<file path="config.mk">
export PLATFORM = sky130hd
export DESIGN_NAME = vga_mem_mapper
export DESIGN_NICKNAME = d
export VERILOG_FILES = /design/src/rtl/vga_mm_pkg.sv /design/src/rtl/vga_mm_bank.sv /design/src/rtl/vga_mm_decode.sv /design/src/rtl/vga_mm_resp.sv /design/src/rtl/vga_mem_mapper.sv
export SDC_FILE = /design/constraint.sdc
export NUM_CORES = 1
export LEC_CHECK = 0
export BUFFER_PORTS_ARGS = -buffer_cell sky130_fd_sc_hd__buf_2
export CELL_PAD_IN_SITES_DETAIL_PLACEMENT = 0
export CELL_PAD_IN_SITES_GLOBAL_PLACEMENT = 1
export CORE_ASPECT_RATIO = 0.8
export CORE_MARGIN = 2
export CORE_UTILIZATION = 36
export CTS_BUF_LIST = sky130_fd_sc_hd__clkbuf_4
export CTS_CLUSTER_DIAMETER = 100
export CTS_CLUSTER_SIZE = 10
export DETAILED_ROUTE_END_ITERATION = 6
export PLACE_DENSITY = 0.95
export RECOVER_POWER = 25
export REMOVE_ABC_BUFFERS = 1
export SYNTH_ARGS = -nofsm -noshare
export SYNTH_HDL_FRONTEND = slang
export SYNTH_HIERARCHICAL = 1
export SYNTH_SLANG_ARGS = --single-unit
</file>
<file path="constraint.sdc">
create_clock -name clk -period 4.2 [get_ports clk]
set_clock_uncertainty 0.05 [all_clocks]
set_input_delay 0.84 -clock clk [delete_from_list [all_inputs] [get_ports clk]]
set_output_delay 0.84 -clock clk [all_outputs]
set_load 0.02 [all_outputs]
</file>
<file path="src/rtl/vga_mm_pkg.sv">
package vga_mm_pkg;

  typedef enum logic [1:0] {
    AM_CHAIN4  = 2'd0,
    AM_ODDEVEN = 2'd1,
    AM_PLANAR  = 2'd2
  } acc_mode_e;

  function automatic logic [7:0] pick_lane(input logic [31:0] word, input logic [1:0] lane);
    return word[lane*8 +: 8];
  endfunction

endpackage

</file>
<file path="src/rtl/vga_mm_bank.sv">
module vga_mm_bank #(
  parameter int               BANK_W    = 8,
  parameter logic [BANK_W-1:0] BANK_MASK = '1
) (
  input  logic              clk,
  input  logic              rst_n,
  input  logic              wr,
  input  logic [BANK_W-1:0] wdata,
  output logic [BANK_W-1:0] bank
);

  logic [BANK_W-1:0] bank_d;
  logic [BANK_W-1:0] bank_r;

  // Mask applies identically in every addressing scheme.
  always_comb begin
    bank_d = bank_r;
    if (wr) bank_d = wdata & BANK_MASK;
  end

  always_ff @(posedge clk or negedge rst_n) begin
    if (!rst_n)  bank_r <= '0;
    else if (wr) bank_r <= bank_d;
  end

  assign bank = bank_r;

endmodule

</file>
<file path="src/rtl/vga_mm_decode.sv">
module vga_mm_decode
  import vga_mm_pkg::*;
#(
  parameter int BANK_W    = 8,
  parameter int MEM_BYTES = 262144,
  localparam int ADDR_W   = 16 + BANK_W,
  localparam int EXT_W    = ADDR_W + 2,
  localparam int WORD_W   = $clog2(MEM_BYTES / 4)
) (
  input  logic [BANK_W-1:0] bank,
  input  logic [15:0]       offset,
  input  logic              chain4,
  input  logic              oddeven,
  input  logic [1:0]        rd_plane,
  input  logic [3:0]        plane_we,
  output acc_mode_e         mode,
  output logic [WORD_W-1:0] word_addr,
  output logic [1:0]        lane,
  output logic              in_range,
  output logic [3:0]        wr_be
);

  localparam logic [EXT_W:0] MEM_LIM = (EXT_W + 1)'(MEM_BYTES);

  logic [ADDR_W-1:0] full;
  logic [1:0]        oe_plane;
  logic [EXT_W-1:0]  ext;
  logic [3:0]        be_raw;

  assign full     = {bank, offset};
  assign oe_plane = {rd_plane[1], full[0]};

  always_comb begin
    if (chain4) begin
      mode   = AM_CHAIN4;
      ext    = {2'b00, full};
      be_raw = 4'b0001 << full[1:0];
    end else if (oddeven) begin
      mode   = AM_ODDEVEN;
      ext    = {1'b0, full[ADDR_W-1:1], oe_plane};
      be_raw = 4'b0001 << oe_plane;
    end else begin
      mode   = AM_PLANAR;
      ext    = {full, 2'b00};
      be_raw = 4'b1111;
    end
  end

  // Bounds test on the final byte address of the selected scheme.
  assign in_range  = {1'b0, ext} < MEM_LIM;
  assign word_addr = ext[WORD_W+1:2];
  assign lane      = ext[1:0];
  assign wr_be     = be_raw & plane_we;

endmodule

</file>
<file path="src/rtl/vga_mm_resp.sv">
module vga_mm_resp
  import vga_mm_pkg::*;
(
  input  logic        clk,
  input  logic        rst_n,
  input  logic        rd_fire,
  input  logic        in_range,
  input  acc_mode_e   mode,
  input  logic        read_mode1,
  input  logic [1:0]  lane,
  input  logic [1:0]  rd_plane,
  input  logic [31:0] mem_rdata,
  output logic [7:0]  rdata,
  output logic        rvalid,
  output logic [31:0] latch
);

  logic [7:0]  rdata_d, rdata_r;
  logic        rvalid_d, rvalid_r;
  logic [31:0] latch_d, latch_r;
  logic        rdata_en, latch_en;

  always_comb begin
    rvalid_d = rd_fire;
    rdata_en = rd_fire;
    latch_en = rd_fire && in_range && (mode == AM_PLANAR);
    latch_d  = mem_rdata;
    if (!in_range)                 rdata_d = 8'hFF;
    else if (mode != AM_PLANAR)    rdata_d = pick_lane(mem_rdata, lane);
    else if (read_mode1)           rdata_d = 8'h00;
    else                           rdata_d = pick_lane(mem_rdata, rd_plane);
  end

  always_ff @(posedge clk or negedge rst_n) begin
    if (!rst_n) begin
      rvalid_r <= 1'b0;
      rdata_r  <= 8'h00;
      latch_r  <= 32'h0;
    end else begin
      rvalid_r <= rvalid_d;
      if (rdata_en) rdata_r <= rdata_d;
      if (latch_en) latch_r <= latch_d;
    end
  end

  assign rdata  = rdata_r;
  assign rvalid = rvalid_r;
  assign latch  = latch_r;

endmodule

</file>
<file path="src/rtl/vga_mem_mapper.sv">
module vga_mem_mapper
  import vga_mm_pkg::*;
#(
  parameter int                MEM_BYTES = 262144,
  parameter int                BANK_W    = 8,
  parameter logic [BANK_W-1:0] BANK_MASK = 8'h03,
  localparam int               WORD_W    = $clog2(MEM_BYTES / 4)
) (
  input  logic              clk,
  input  logic              rst_n,
  input  logic              host_valid,
  output logic              host_ready,
  input  logic              host_we,
  input  logic [15:0]       host_offset,
  input  logic [7:0]        host_wdata,
  output logic [7:0]        host_rdata,
  output logic              host_rvalid,
  output logic [31:0]       host_latch,
  input  logic              bank_wr,
  input  logic [BANK_W-1:0] bank_wdata,
  input  logic              seq_chain4,
  input  logic [3:0]        seq_plane_we,
  input  logic              gfx_oddeven,
  input  logic              gfx_read_mode,
  input  logic [1:0]        gfx_read_plane,
  output logic              mem_en,
  output logic              mem_we,
  output logic [WORD_W-1:0] mem_addr,
  output logic [3:0]        mem_be,
  output logic [31:0]       mem_wdata,
  input  logic [31:0]       mem_rdata
);

  // Reset: asynchronous assertion, synchronous release.
  logic [1:0] rst_sync_q;
  logic       rst_int_n;

  always_ff @(posedge clk or negedge rst_n) begin
    if (!rst_n) rst_sync_q <= 2'b00;
    else        rst_sync_q <= {rst_sync_q[0], 1'b1};
  end
  assign rst_int_n = rst_sync_q[1];

  logic ready_d, ready_q;
  assign ready_d = 1'b1;
  always_ff @(posedge clk or negedge rst_int_n) begin
    if (!rst_int_n) ready_q <= 1'b0;
    else            ready_q <= ready_d;
  end
  assign host_ready = ready_q;

  logic [BANK_W-1:0] bank_q;
  acc_mode_e         mode;
  logic [WORD_W-1:0] word_addr;
  logic [1:0]        lane;
  logic              in_range;
  logic [3:0]        wr_be;
  logic              fire;

  assign fire = host_valid && ready_q;

  vga_mm_bank #(.BANK_W(BANK_W), .BANK_MASK(BANK_MASK)) u_bank (
    .clk   (clk),
    .rst_n (rst_int_n),
    .wr    (bank_wr),
    .wdata (bank_wdata),
    .bank  (bank_q)
  );

  vga_mm_decode #(.BANK_W(BANK_W), .MEM_BYTES(MEM_BYTES)) u_dec (
    .bank      (bank_q),
    .offset    (host_offset),
    .chain4    (seq_chain4),
    .oddeven   (gfx_oddeven),
    .rd_plane  (gfx_read_plane),
    .plane_we  (seq_plane_we),
    .mode      (mode),
    .word_addr (word_addr),
    .lane      (lane),
    .in_range  (in_range),
    .wr_be     (wr_be)
  );

  vga_mm_resp u_resp (
    .clk        (clk),
    .rst_n      (rst_int_n),
    .rd_fire    (fire && !host_we),
    .in_range   (in_range),
    .mode       (mode),
    .read_mode1 (gfx_read_mode),
    .lane       (lane),
    .rd_plane   (gfx_read_plane),
    .mem_rdata  (mem_rdata),
    .rdata      (host_rdata),
    .rvalid     (host_rvalid),
    .latch      (host_latch)
  );

  // Writes with no enabled lane are not issued at all.
  assign mem_en    = fire && in_range && (!host_we || (wr_be != 4'b0000));
  assign mem_we    = host_we;
  assign mem_addr  = word_addr;
  assign mem_be    = host_we ? wr_be : 4'b1111;
  assign mem_wdata = {4{host_wdata}};

endmodule

</file>
==> results.sh, run 1 <==
export IMPL_post_cts_setup_buffer_count=0
export IMPL_worstPathBufferInverterCount=2
export IMPL_crit_type="in -> out"
export IMPL_worstSetupStartpointType="input port"
export IMPL_cts_resized=0
export IMPL_reg2reg_from="host_ready$_DFF_PN0_"
export IMPL_setup_ws_ps=940
export IMPL_ir_drop_mv=0.143
export IMPL_n_antenna_cell=0
export IMPL_die_area_um2=9220
export IMPL_slew_viol_final=45
export IMPL_drive_above_1_share_pct=54.4
export IMPL_place_gp_congestion=0.808
export IMPL_power_density_nw_per_um2=263
export IMPL_path_clk_slew_ps=140
export IMPL_netlist_instances=275
export IMPL_instances_no_fill=474
export IMPL_maxCapViolCount=1
export IMPL_place_inst=466
export IMPL_synth_cell_types=37
export IMPL_antenna_found_initial=0
export IMPL_rsz0062_at_grt="no"
export IMPL_worstMarginPinSlew_ps=1780
export IMPL_die_height_um=86.3
export IMPL_fill_cells=799
export IMPL_finalHoldViolCount=0
export IMPL_crit_fanout=40
export IMPL_grt_max_degree=45
export IMPL_die_w_um=107
export IMPL_synth_seq_cells=46
export IMPL_critPathArrivalTime_ps=2370
export IMPL_period_share_pct=77.6
export IMPL_cts_buffers=5
export IMPL_grt_pass1_wl_mm=11.6
export IMPL_p_leak_nw=1.89
export IMPL_clock_root_buffer="clkbuf_4"
export IMPL_relSlewSlack_pct=-18.5
export IMPL_clkLatencyLatePin_ps=360
export IMPL_ys_warn_count=6
export IMPL_r2r_end="u_resp/rdata[6]$_DFFE_PN0P_"
export IMPL_dr_pass1_iters=4
export IMPL_syn_area_per_cell_um2=11.1
export IMPL_fin_nets=443
export IMPL_core_rowCount=29
export IMPL_num_io_pins=174
export IMPL_hold_path_class="in -> async"
export IMPL_netlist_area_leader_share_pct=37.8
export IMPL_outcome="finished, violations left"
export IMPL_synth_area_leaders="dfrtp_1, mux2_2, buf_4"
export IMPL_cp_top_family="simple AND/OR/NAND/NOR gates"
export IMPL_grt_remaining_overflow=0
export IMPL_routedWlPerCell_um=16.1
export IMPL_vias_per_cell=5.02
export IMPL_wirelength_mm=7.63
export IMPL_dpl_worst_slack_ps=946
export IMPL_cts_tree="yes"
export IMPL_vias=2379
export IMPL_syn_area_um2=3050
export IMPL_whs_ps=177
export IMPL_postCtsHoldBufs=0
export IMPL_yosysSeqAreaShare_pct=37.8
export IMPL_r2r_cells=6
export IMPL_finalSetupViolCount=0
export IMPL_cp_cell_sequence="buf_2 > and2b_4 > o21ai_0 > and3_1 > o41a_1 > buf_2"
export IMPL_floorplan_initialDensity_pct=37.8
export IMPL_violations="max-capacitance violations, max-slew violations"
export IMPL_fmax_mhz=307
export IMPL_io_buffer_count=127
export IMPL_ff2ff_setup_slack_ps=2180
export IMPL_dp_hpwl_mm=5.72
export IMPL_slowest_stage="o41a_1"
export IMPL_drc=0
export IMPL_slowest_delay_ps=410
export IMPL_grt_use_total_pct=15.9
export IMPL_htree_levels=2
export IMPL_clk_path_buf_depth=2
export IMPL_worstPathRequired_ps=3310
export IMPL_fin_tns_setup_ps=0
export IMPL_core_um2=8060
export IMPL_yosys_area_top_type="dfrtp_1"
export IMPL_first_iter_violations=116
export IMPL_grt_pass1_vias=2203
export IMPL_period_minus_slack_ps=3260
export IMPL_critical_path_most_common_cell="buf_2"
export IMPL_area_growth_pct=16.6
export IMPL_ant_nets=0
export IMPL_cts_sinks=46
export IMPL_end_kind="primary output"
cells in the final DEF, fill, tap and decap left out, drive strengths merged, types with 2 or more instances in the layout:
cell type and instances:
mux2 50, nor2 11, conb 8, dfrtp 46, a21oi 9, mux4 8, nor3b 2, mux2i 16
o221ai 8, a21boi 2, or2b 3, nand2 27, inv 4, and3 3, buf 129, clkbuf 7
o21ai 20
how the worst max path moves through the flow:
| stage | from | end | depth (start not counted) |
|---|---|---|---|
| global placement | seq_chain4 | mem_en | 6 |
| global route | seq_chain4 | mem_en | 6 |
| finish | seq_chain4 | mem_en | 6 |
| detailed placement | seq_chain4 | mem_en | 6 |
| floorplan | host_valid | u_resp/latch[0]$_DFFE_PN0P_ | 4 |
| CTS | seq_chain4 | mem_en | 6 |
state kept, by name, indices dropped and copies added (netlist names):
signal / flops
u_resp/latch: 32
u_resp/rdata: 8
rst_sync_q: 2
u_bank/bank: 2
host_ready: 1
u_resp/rvalid: 1
report_power, final:
part / switching, mW / total, mW / internal (mW)
clock network: 0.153 / 0.280 / 0.127
registers: 0.0120 / 0.462 / 0.450
logic: 0.101 / 0.191 / 0.0895
total: 0.267 / 0.933 / 0.667
layout make-up:
| type | instances | area, um^2 | area share, % |
|---|---|---|---|
| Timing Repair Buffer | 131 | 663 | 18.7 |
| Tap cell | 108 | 135 | 3.80 |
| Clock inverter | 3 | 43.8 | 1.23 |
| Inverter | 3 | 11.3 | 0.317 |
| Multi-Input combinational cell | 178 | 1510 | 42.5 |
| Sequential cell | 46 | 1150 | 32.4 |
| Clock buffer | 5 | 37.5 | 1.06 |
stage by stage:
step / total power [mW] / instance area, um^2 / util [%]
floorplan: 0.573 / 2670 / -
global placement: 0.660 / 3480 / 43.2
detailed placement: 0.664 / 3480 / 43.2
CTS: 0.948 / 3560 / 44.2
global route: 0.980 / 3550 / 44.1
finish: 0.933 / 3550 / 44.1
cells by family after synthesis:
logic type             synth area share, %
multiplexers                          30.8
other                                0.246
flip-flops                            37.8
AO/OA/AOI/OAI                         8.95
buffers and inverters                 13.4
AND/OR/NAND/NOR                       8.83
cell usage after synthesis, drive strengths merged:
cell and n:
nor3 1, mux2 50, nand2b 1, nor2 11
nand2 27, clkbuf 3, buf 51, or4 1
o41a 1, and3 3, conb 2, a221oi 1
nor3b 2, nand3 1, nand4b 1, inv 3
a21oi 9, o221ai 8, a21boi 2, and2b 1
or2b 3, o21ai 20, a22o 1, mux4 8
nand3b 1, mux2i 16, dfrtp 46, o21a 1
routing by layer:
metal  up-vias  routed length (um)  part of all wire [%]  global-route usage, %
li1       1121                   -                     -                      -
met5         -                   0                     0                   5.49
met1      1118                3170                    42                   19.8
met3        16                 836                    11                   7.74
met2       124                3520                    46                   25.1
met4         0                  97                   1.3                   2.83
(Power assumes the default switching activity.)
==> run 2, diff against run 1 <==
Settings changed: CORE_UTILIZATION 36 to 30, PLACE_DENSITY 0.95 to 0.88.
Clock period 4.2 ns to 2.72 ns, I/O delays scaled along.
==> results.sh, run 2 (synthesis gave the netlist of run 1 again) <==
export IMPL_power_mw=1.38
export IMPL_grt_max_degree=45
export IMPL_fill_cells=1029
export IMPL_die_w_um=117
export IMPL_hold_path_class="reg -> reg"
export IMPL_finalSetupViolCount=0
export IMPL_maxCapViolCount=1
export IMPL_fmax_mhz=416
export IMPL_routedWlPerCell_um=15.8
export IMPL_ant_nets=0
export IMPL_relSlewSlack_pct=-18.4
export IMPL_area_growth_pct=19.5
export IMPL_first_iter_violations=80
export IMPL_drc=0
export IMPL_dpl_cell_area_um2=3570
export IMPL_grt_remaining_overflow=0
export IMPL_path_clk_slew_ps=170
export IMPL_grt_pass1_wl_mm=12.7
export IMPL_antenna_found_initial=0
export IMPL_grt_use_total_pct=14.8
export IMPL_dpl_worst_slack_ps=319
export IMPL_cts_resized=0
export IMPL_end_kind="primary output"
export IMPL_crit_fanout=7
export IMPL_place_gp_congestion=0.768
export IMPL_worstPathRequired_ps=2130
export IMPL_grt_pass1_vias=2414
export IMPL_setup_ws_ps=318
export IMPL_ir_drop_mv=0.206
export IMPL_worstSetupStartpointType="input port"
export IMPL_cts_buffers=5
export IMPL_clk_path_buf_depth=2
export IMPL_dr_pass1_iters=4
export IMPL_die_area_um2=11000
export IMPL_htree_levels=2
export IMPL_whs_path_depth=0
export IMPL_vias_per_cell=4.69
export IMPL_crit_type="in -> out"
export IMPL_critPathArrivalTime_ps=1810
export IMPL_wirelength_mm=8.05
export IMPL_r2r_cells=6
export IMPL_slew_viol_final=45
export IMPL_p_leak_nw=1.92
export IMPL_rsz0062_at_grt="no"
export IMPL_power_density_nw_per_um2=380
export IMPL_num_io_pins=174
export IMPL_cts_sinks=46
export IMPL_die_height_um=94.1
export IMPL_period_minus_slack_ps=2400
export IMPL_final_common_cell="buf_2"
export IMPL_whs_ps=331
export IMPL_worstMarginPinSlew_ps=1780
export IMPL_largest_register_ffs=32
export IMPL_clkLatencyLatePin_ps=370
export IMPL_violations="max-capacitance violations, max-slew violations"
export IMPL_layout_common_cells="buf_2, dfrtp_1, mux2_2, nand2_1, o21ai_0"
export IMPL_period_share_pct=88.3
export IMPL_core_rowCount=32
export IMPL_clock_root_buffer="clkbuf_4"
export IMPL_vias=2381
export IMPL_cts_tree="yes"
export IMPL_multi_input_area_um2=1510
export IMPL_dp_hpwl_mm=6.21
export IMPL_core_um2=9770
export IMPL_floorplan_initialDensity_pct=31.2
export IMPL_io_buffer_count=127
export IMPL_instances_no_fill=508
export IMPL_outcome="finished, violations left"
export IMPL_drive_above_1_share_pct=54.8
export IMPL_place_inst=499
export IMPL_n_antenna_cell=0
export IMPL_finalHoldViolCount=0
export IMPL_regArea_um2=1150
export IMPL_fin_nets=449
export IMPL_finalInstanceArea_um2=3640
## run 2: final cells by class
type / count / share of cell area, %
Clock buffer: 5 / 1.03
Clock inverter: 3 / 0.722
Inverter: 3 / 0.309
Multi-Input combinational cell: 178 / 41.5
Sequential cell: 46 / 31.6
Tap cell: 136 / 4.67
Timing Repair Buffer: 137 / 20.1
## run 2: path summary, 6_finish.rpt
path | end | slack, ps | from
worst max-delay path | mem_en | 320 | seq_chain4
worst min-delay path | rst_sync_q[1]$_DFF_PN0_ | 330 | rst_sync_q[0]$_DFF_PN0_
worst max register to register | u_resp/rdata[3]$_DFFE_PN0P_ | 730 | host_ready$_DFF_PN0_
worst min register to register | rst_sync_q[1]$_DFF_PN0_ | 330 | rst_sync_q[0]$_DFF_PN0_
max in group asynchronous | u_resp/rdata[6]$_DFFE_PN0P_ | 880 | rst_sync_q[1]$_DFF_PN0_
min in group asynchronous | rst_sync_q[1]$_DFF_PN0_ | 410 | rst_n
## run 2: timing repair
item	CTS	global route
setup buffers	0	0
endpoints found under the hold margin	2	0
hold buffers	1	0
## run 2: critical path: stages
cell,delay [ps]
buf_2,120
and2b_4,290
o21ai_0,90
and3_1,200
o41a_1,400
buf_2,160
## run 2: metrics by stage
stage	util, %	setup TNS [ps]
final	37.3	0
after global routing	37.3	0
after CTS	37.3	0
after detailed placement	36.6	0
after global placement	36.6	0
after floorplan	-	-12520
## run 2: where the power goes
part / switching [mW] / internal [mW] / total, mW
clock: 0.252 / 0.112 / 0.363
combinational: 0.160 / 0.145 / 0.305
sequential: 0.0187 / 0.696 / 0.714
## run 2: per-layer routing
layer,GRT usage [%],part of all wire [%],vias to the layer above
met5,4.62,0.60,-
met4,2.55,0.42,2
met3,6.13,9.5,4
met2,25.1,50,109
met1,17.5,40,1143
li1,-,-,1123
